--- src/rtl/eic_pkg.sv ---
package eic_pkg;
  localparam int ADDR_W = 2;

  typedef enum logic [ADDR_W-1:0] {
    SEL_RISE_EN = 2'd0,
    SEL_FALL_EN = 2'd1,
    SEL_PENDING = 2'd2,
    SEL_CLEAR   = 2'd3
  } word_sel_e;
endpackage

--- src/rtl/eic_sync.sv ---
module eic_sync #(
  parameter int WIDTH  = 16,
  parameter int STAGES = 2
) (
  input  logic             clk,
  input  logic             rst_n,
  input  logic [WIDTH-1:0] d,
  output logic [WIDTH-1:0] q
);
  logic [STAGES-1:0][WIDTH-1:0] chain_q;
  logic [STAGES-1:0][WIDTH-1:0] chain_d;

  always_comb begin
    chain_d = {chain_q[STAGES-2:0], d};
  end

  always_ff @(posedge clk or negedge rst_n) begin
    if (!rst_n) chain_q <= '0;
    else        chain_q <= chain_d;
  end

  assign q = chain_q[STAGES-1];
endmodule

--- src/rtl/eic_edge.sv ---
module eic_edge #(
  parameter int WIDTH = 16
) (
  input  logic             clk,
  input  logic             rst_n,
  input  logic [WIDTH-1:0] level,
  output logic [WIDTH-1:0] rise,
  output logic [WIDTH-1:0] fall
);
  logic [WIDTH-1:0] prev_q;

  always_ff @(posedge clk or negedge rst_n) begin
    if (!rst_n) prev_q <= '0;
    else        prev_q <= level;
  end

  always_comb begin
    rise = level & ~prev_q;
    fall = ~level & prev_q;
  end
endmodule

--- src/rtl/eic_cfg.sv ---
module eic_cfg
  import eic_pkg::*;
#(
  parameter int WIDTH = 16
) (
  input  logic              clk,
  input  logic              rst_n,
  input  logic              wr,
  input  logic [ADDR_W-1:0] addr,
  input  logic [WIDTH-1:0]  wdata,
  output logic [WIDTH-1:0]  rise_en_q,
  output logic [WIDTH-1:0]  fall_en_q,
  output logic [WIDTH-1:0]  clr_q,
  output logic [WIDTH-1:0]  clr_d
);
  logic             rise_ce, fall_ce, clr_ce;
  logic [WIDTH-1:0] rise_d, fall_d;

  always_comb begin
    rise_ce = wr && (word_sel_e'(addr) == SEL_RISE_EN);
    fall_ce = wr && (word_sel_e'(addr) == SEL_FALL_EN);
    clr_ce  = wr && (word_sel_e'(addr) == SEL_CLEAR);
    rise_d  = rise_ce ? wdata : rise_en_q;
    fall_d  = fall_ce ? wdata : fall_en_q;
    clr_d   = clr_ce  ? wdata : clr_q;
  end

  always_ff @(posedge clk or negedge rst_n) begin
    if (!rst_n) begin
      rise_en_q <= '0;
      fall_en_q <= '0;
      clr_q     <= '0;
    end else begin
      rise_en_q <= rise_d;
      fall_en_q <= fall_d;
      clr_q     <= clr_d;
    end
  end
endmodule

--- src/rtl/eic_latch.sv ---
module eic_latch #(
  parameter int WIDTH = 16
) (
  input  logic             clk,
  input  logic             rst_n,
  input  logic [WIDTH-1:0] rise,
  input  logic [WIDTH-1:0] fall,
  input  logic [WIDTH-1:0] rise_en,
  input  logic [WIDTH-1:0] fall_en,
  input  logic [WIDTH-1:0] clr_next,
  output logic [WIDTH-1:0] pend_q,
  output logic             any_q
);
  logic [WIDTH-1:0] hit;
  logic [WIDTH-1:0] pend_d;

  // The mask applied is the clear word as it will stand after this edge,
  // so an edge coinciding with the write of zero is kept.
  always_comb begin
    hit    = (rise & rise_en) | (fall & fall_en);
    pend_d = (pend_q | hit) & ~clr_next;
  end

  always_ff @(posedge clk or negedge rst_n) begin
    if (!rst_n) begin
      pend_q <= '0;
      any_q  <= 1'b0;
    end else begin
      pend_q <= pend_d;
      any_q  <= |pend_d;
    end
  end
endmodule

--- src/rtl/edge_irq_ctrl.sv ---
module edge_irq_ctrl
  import eic_pkg::*;
#(
  parameter int NUM_SRC     = 16,
  parameter int SYNC_STAGES = 2
) (
  input  logic               clk,
  input  logic               rst_n,
  input  logic [NUM_SRC-1:0] src_i,
  input  logic               host_wr,
  input  logic               host_rd,
  input  logic [1:0]         host_addr,
  input  logic [NUM_SRC-1:0] host_wdata,
  output logic [NUM_SRC-1:0] host_rdata,
  output logic               irq_o
);
  logic [NUM_SRC-1:0] src_s, rise, fall;
  logic [NUM_SRC-1:0] rise_en_q, fall_en_q, clr_q, clr_d;
  logic [NUM_SRC-1:0] status_q;
  logic [NUM_SRC-1:0] rdata_d, rdata_q;

  eic_sync #(.WIDTH(NUM_SRC), .STAGES(SYNC_STAGES)) u_sync (
    .clk(clk), .rst_n(rst_n), .d(src_i), .q(src_s));

  eic_edge #(.WIDTH(NUM_SRC)) u_edge (
    .clk(clk), .rst_n(rst_n), .level(src_s), .rise(rise), .fall(fall));

  eic_cfg #(.WIDTH(NUM_SRC)) u_cfg (
    .clk(clk), .rst_n(rst_n), .wr(host_wr), .addr(host_addr),
    .wdata(host_wdata), .rise_en_q(rise_en_q), .fall_en_q(fall_en_q),
    .clr_q(clr_q), .clr_d(clr_d));

  eic_latch #(.WIDTH(NUM_SRC)) u_latch (
    .clk(clk), .rst_n(rst_n), .rise(rise), .fall(fall),
    .rise_en(rise_en_q), .fall_en(fall_en_q), .clr_next(clr_d),
    .pend_q(status_q), .any_q(irq_o));

  always_comb begin
    rdata_d = rdata_q;
    if (host_rd) begin
      unique case (word_sel_e'(host_addr))
        SEL_RISE_EN: rdata_d = rise_en_q;
        SEL_FALL_EN: rdata_d = fall_en_q;
        SEL_PENDING: rdata_d = status_q;
        SEL_CLEAR:   rdata_d = clr_q;
        default:     rdata_d = rdata_q;
      endcase
    end
  end

  always_ff @(posedge clk or negedge rst_n) begin
    if (!rst_n) rdata_q <= '0;
    else        rdata_q <= rdata_d;
  end

  assign host_rdata = rdata_q;
endmodule

--- config.mk ---
export PLATFORM = sky130hd
export DESIGN_NAME = edge_irq_ctrl
export DESIGN_NICKNAME = d
export VERILOG_FILES = /design/src/rtl/eic_pkg.sv /design/src/rtl/eic_sync.sv /design/src/rtl/eic_edge.sv /design/src/rtl/eic_cfg.sv /design/src/rtl/eic_latch.sv /design/src/rtl/edge_irq_ctrl.sv
export SDC_FILE = /design/constraint.sdc
export NUM_CORES = 1
export LEC_CHECK = 0
export BUFFER_PORTS_ARGS = -buffer_cell sky130_fd_sc_hd__buf_2
export CELL_PAD_IN_SITES_DETAIL_PLACEMENT = 0
export CELL_PAD_IN_SITES_GLOBAL_PLACEMENT = 2
export CORE_MARGIN = 2
export CORE_UTILIZATION = 47
export CTS_BUF_LIST = sky130_fd_sc_hd__clkbuf_4
export DETAILED_ROUTE_END_ITERATION = 10
export GPL_TIMING_DRIVEN = 1
export PLACE_DENSITY_LB_ADDON = 0.25
export SLEW_MARGIN = 25
export SYNTH_ARGS = -nofsm -noshare
export SYNTH_HDL_FRONTEND = slang
export SYNTH_SLANG_ARGS = --single-unit
export TNS_END_PERCENT = 100
--- constraint.sdc ---
create_clock -name clk -period 3.8 [get_ports clk]
set_clock_uncertainty 0.2 [all_clocks]
set_input_delay 0.38 -clock clk [delete_from_list [all_inputs] [get_ports clk]]
set_output_delay 0.38 -clock clk [all_outputs]
set_load 0.02 [all_outputs]
==> metrics.txt, run 1 <==
total wire length 8.949 mm; actual slew at the worst max-slew pin 0.8190 ns; Fin. Hold Viols 0; Post-synth top flop dfrtp_1; Hold Path End u_sync.q[9]$_DFF_PN0_; ys async rst share 1.000; CTS clk-pin slew, worst paths 0.10 ns; reg2reg start u_cfg.rise_en_q[11]$_DFFE_PN0P_; leading area contributor after synthesis dfrtp_1; Max Cap Viol 0; Static Leak 2.778 nW; Syn. warnings 0; Max Used Layer met4; number of global-route vias before repair 2833; Routed WL per cell 16.07 um; core area 10180 um^2; Critical Path Fanout Max 3; synth top area cells dfrtp_1 66%, mux2_2 11%, mux4_2 5.1%, mux2i_1 3.3%, mux4_1 2.7%; post_cts resized 0; Max Clock Freq 0.4669 GHz; hpwl dp 5.629 mm; outcome completed; Starting Density 0.4795; Final Non-Filler Cells 557; Mapped Cells 306; R2R cell count 4; top-level I/O count 55; EDFF count, synth 0; Seq/Total Area, Yosys 0.6610; Final Net Count 446; Root Driver clkbuf_4; Avg Cell Area, Syn 15.96 um^2; most frequent cell after synthesis dfrtp_1; number of clock sinks 129; initial antenna violation count 0; kind of critical path register to register; Synth Cell Area 4883 um^2; P&R area growth vs syn 21.42%; Final ANT Viol Nets 0; Global Route Usage Sum 0.1776; Via-to-Cell Ratio 5.043; hold path startpoint u_sync.chain_d[25]$_DFF_PN0_; reg-to-reg critical path endpoint u_latch.any_q$_DFF_PN0_; Hold Crit Depth 0; die width 105.9 um; critical path data arrival time 2.33 ns; Die Ht 105.9 um; syn_nets 344; Critical Path Source Type register; unrepaired setup endpoints after global routing false; die area 11220 um^2; iteration count of the initial detailed-routing pass 4; Data required, critical path 3.99 ns; layout cells sized above 1 0.3492; gpl congestion 0.7474; TritonCTS clock tree built; Rows 37; pin count of the biggest net entering global routing 74; Port Buffers 54; Placed Instances 492; Bufs on Longest Clock Path 2; CTS buffer count 17; Final Critical Period 2.142 ns; normalized max-slew margin 0.4516; drt drc 0; Worst setup EP type register; Distinct cells, synth 22; setup violators final 0; met3 wire length 325 um; vias post-DR 2809; fill count 853; setup tns final 0 ns; first-pass GRT wire length 14.65 mm; drt first-iter violations 155; worst skew pair latency 0.52 ns; n_diodes 0; Synth top area share 0.6610; CTS Hold Bufs 33; period utilization 0.5637; pins over their slew limit 0; maximum VDD drop 0.2798 mV; WL met1 4.165 mm; most common library cells after synthesis 129 x dfrtp_1, 48 x mux2_2; pwr dens 532.7 nW/um^2; Hold Path Class register to register; R2R setup slack 1.66 ns; H-tree depth 4; grt ovf 0; flops & latches, synth 129; met2 wire length 4.319 mm; postcts setup bufs 0
-- cell type report --
type / count / area [um^2] / area share
clock buffer: 18 / 135.1 / 0.02279
clock inverter: 14 / 146.4 / 0.02469
inverter: 16 / 60.06 / 0.01013
multi-input combinational: 152 / 1536 / 0.2591
sequential: 129 / 3228 / 0.5444
tap: 136 / 170.2 / 0.02870
timing repair buffer: 92 / 653.1 / 0.1101
-- worst max path at each step --
stage	cells past startpoint	startpoint	slack, ns	to
after detailed placement	6	host_wr	1.25	u_latch.any_q$_DFF_PN0_
after floorplan	7	host_addr[1]	1.46	u_latch.any_q$_DFF_PN0_
final	4	u_cfg.rise_en_q[11]$_DFFE_PN0P_	1.66	u_latch.any_q$_DFF_PN0_
after global placement	6	host_wr	1.27	u_latch.any_q$_DFF_PN0_
after CTS	4	u_cfg.rise_en_q[11]$_DFFE_PN0P_	1.66	u_latch.any_q$_DFF_PN0_
after global routing	5	u_cfg.rise_en_q[2]$_DFFE_PN0P_	1.58	u_latch.any_q$_DFF_PN0_
-- stage by stage --
stage | util | total power, W | hold slack [ns] | setup WS [ns] | instance area, um^2
after floorplan | - | 0.002054 | -0.1156 | 1.457 | 4883
after global placement | 0.5221 | 0.002233 | 0.1320 | 1.267 | 5318
after detailed placement | 0.5221 | 0.002250 | 0.1347 | 1.246 | 5318
after CTS | 0.5822 | 0.003210 | 0.1603 | 1.659 | 5929
after global routing | 0.5822 | 0.003341 | 0.1678 | 1.577 | 5929
final | 0.5822 | 0.003159 | 0.1554 | 1.658 | 5929
-- worst max-delay path, cell delays in order, from the launching register on --
cell and delay (ns):
dfrtp_1 0.41, and3b_1 0.19, o31a_1 0.25, or4_1 0.57
or4_1 0.41
-- logic make-up (layout without fill, tap and decap cells) --
family / Yosys count / in the layout / share of synthesized area
AO/OA/AOI/OAI: 31 / 31 / 0.04023
buffers and inverters: 25 / 140 / 0.02537
flip-flops: 129 / 129 / 0.6610
multiplexers: 80 / 80 / 0.2211
AND/OR/NAND/NOR: 41 / 41 / 0.05227
-- placed cells by master, fill, tap and decap left out, drive strengths merged --
| cell | netlist | layout |
|---|---|---|
| nand3b | 16 | 16 |
| nor3b | 1 | 1 |
| o21a | 15 | 15 |
| or4 | 5 | 5 |
| buf | 6 | 59 |
| dfrtp | 129 | 129 |
| o31a | 1 | 1 |
| clkinvlp | 0 | 3 |
| nor2 | 1 | 1 |
| bufinv | 0 | 3 |
| clkbuf | 3 | 18 |
| mux2i | 16 | 16 |
| dlygate4sd3 | 0 | 33 |
| clkinv | 0 | 8 |
| mux4 | 16 | 16 |
| and3b | 1 | 1 |
| nand3 | 1 | 1 |
| nand2 | 16 | 16 |
| o21ai | 15 | 15 |
| inv | 16 | 16 |
| mux2 | 48 | 48 |
-- power by group --
group          internal, W  switching [W]  leakage, nW  total [W]
Sequential         0.00158       0.000119         1.54    0.00170
Combinational     0.000289       0.000251         1.09   0.000540
Clock             0.000448       0.000470        0.145   0.000919
Total              0.00232       0.000841         2.78    0.00316
-- metal layers --
metal,vias up,track usage
met4,0,0.07613
met3,10,0.05518
met1,1426,0.2368
li1,1317,-
met2,56,0.2719
met5,-,0
-- registers in the layout, indices dropped and copies added, names as in the netlist --
register         cells
host_rdata          16
u_cfg.clr_q         16
u_cfg.fall_en_q     16
u_cfg.rise_en_q     16
u_edge.prev_q       16
u_latch.any_q        1
u_latch.pend_q      16
u_sync.chain_d      16
u_sync.q            16
No activity file was read; power rests on OpenSTA's default activity.
==> run 2, diff against run 1 <==
CORE_UTILIZATION = 44   (was 47)
clock period = 2.07 ns   (was 3.8 ns; I/O delays follow)
==> metrics.txt, run 2 (same netlist as run 1, synthesis figures left out) <==
Critical Path Source Type register; Final Critical Period 2.123 ns; Int Power 0.004259 W; Static Leak 2.936 nW; layout cells sized above 1 0.3863; Bufs on Longest Clock Path 2; maximum VDD drop 0.6167 mV; Max Cap Viol 0; Rows 38; Data required, critical path 2.26 ns; most frequent cells in the layout 129 x dfrtp_1, 53 x buf_2, 48 x mux2_2; Via-to-Cell Ratio 5.002; Worst setup EP type register; Port Buffers 54; number of clock sinks 129; CTS buffer count 17; Die Ht 109.4 um; Global Route Usage Sum 0.1794; TritonCTS clock tree built; initial antenna violation count 0; worst skew pair latency 0.51 ns; setup tns final -0.05295 ns; core area 10840 um^2; Root Driver clkbuf_4; total wire length 9.430 mm; area of the multi-input gates 1548 um^2; most common cell after layout, fill and taps aside dfrtp_1; die area 11960 um^2; first-pass GRT wire length 15.67 mm; pin count of the biggest net entering global routing 44; R2R setup slack -0.05 ns; Critical Path Fanout Max 3; vias post-DR 2966; Starting Density 0.4505; Sw Ratio 0.2712; Final Net Count 479; gpl congestion 0.7626; drt first-iter violations 188; Fin. Hold Viols 0; kind of critical path register to register; normalized max-slew margin 0.6053; Max Clock Freq 0.4710 GHz; Routed WL per cell 15.90 um; grt ovf 0; number of global-route vias before repair 3056; Comb power frac 0.198; Switch Pwr 0.001585 W; unrepaired setup endpoints after global routing true; period utilization 1.026; Hold Path Class input pin to register; P&R area growth vs syn 27.41%; failing checks negative setup slack; iteration count of the initial detailed-routing pass 4; register area 3228 um^2; top-level I/O count 55; pwr dens 939.1 nW/um^2; hpwl dp 6.327 mm; Flop pwr share 0.533; Clk pwr share 0.269; outcome finished, violations left; die width 109.4 um; CTS clk-pin slew, worst paths 0.11 ns; H-tree depth 4; WHS 0.03600 ns; fill count 923; setup violators final 1; drt drc 0; fin worst setup slack -0.05295 ns; critical path data arrival time 2.31 ns; actual slew at the worst max-slew pin 0.5921 ns; Final ANT Viol Nets 0; n_diodes 0; pins over their slew limit 0
run 2: metrics by stage:
stage / std cells / setup slack, ns / area (um^2) / power, W / utilization
4_1_cts: 592 / -0.03590 / 6203 / 0.005905 / 0.5723
2_1_floorplan: 306 / -0.05849 / 4905 / 0.003775 / -
3_5_place_dp: 518 / -0.1651 / 5525 / 0.004231 / 0.5097
5_1_grt: 593 / -0.1308 / 6222 / 0.006194 / 0.5740
6_report: 593 / -0.05295 / 6222 / 0.005843 / 0.5740
3_3_place_gp: 518 / -0.1556 / 5525 / 0.004200 / 0.5097
run 2: cell type report:
type	instances	area share
repair buffers	125	0.1536
flip-flops and latches	129	0.5188
clock buffers	18	0.02172
well taps	140	0.02815
clock inverters	13	0.01930
multi-input cells	152	0.2487
inverters	16	0.009652
run 2: path summary, 6_finish.rpt:
kind                                              start                   endpoint  cells past startpoint
setup / recovery                  u_sync.q[1]$_DFF_PN0_    u_latch.any_q$_DFF_PN0_                      5
min in group asynchronous                         rst_n     u_sync.q[13]$_DFF_PN0_                      2
hold reg to reg            u_sync.chain_d[28]$_DFF_PN0_     u_sync.q[12]$_DFF_PN0_                      0
hold / removal                                  host_wr  u_cfg.clr_q[14]$_DFF_PN0_                      5
max in group asynchronous                         rst_n   u_cfg.clr_q[6]$_DFF_PN0_                      3
setup reg to reg                  u_sync.q[1]$_DFF_PN0_    u_latch.any_q$_DFF_PN0_                      5
run 2: metal layers:
| metal | up-vias | part of all wire | GRT usage |
|---|---|---|---|
| met1 | 1527 | 0.47 | 0.2352 |
| met3 | 13 | 0.035 | 0.05157 |
| met2 | 50 | 0.48 | 0.2831 |
| li1 | 1376 | - | - |
| met5 | - | 0 | 0 |
| met4 | 0 | 0.017 | 0.07233 |
run 2: power groups by stage:
| stage | Sequential, W | Clock (W) | Combinational, W |
|---|---|---|---|
| 6_report | 0.00311 | 0.00157 | 0.00116 |
| 5_1_grt | 0.00317 | 0.00175 | 0.00128 |
| 4_1_cts | 0.00312 | 0.00162 | 0.00116 |
| 3_5_place_dp | 0.00317 | 0 | 0.00106 |
| 3_3_place_gp | 0.00316 | 0 | 0.00104 |
| 2_1_floorplan | 0.00323 | 0 | 0.000548 |
run 2: timing repair:
action | 4_1_cts | 5_1_grt
setup buffers | 3 | 1
setup endpoints to repair | 1 | 1
hold buffers | 40 | 0
pin swaps | 2 | 4
endpoints found under the hold margin | 209 | 0
gates resized for setup | 4 | 5
run 2: critical path, stage by stage, from the launching register on:
cell and delay, ns:
dfrtp_1 0.41, nand3b_1 0.08, o21ai_1 0.09, o21a_1 0.20
or4_4 0.53, or4_4 0.51
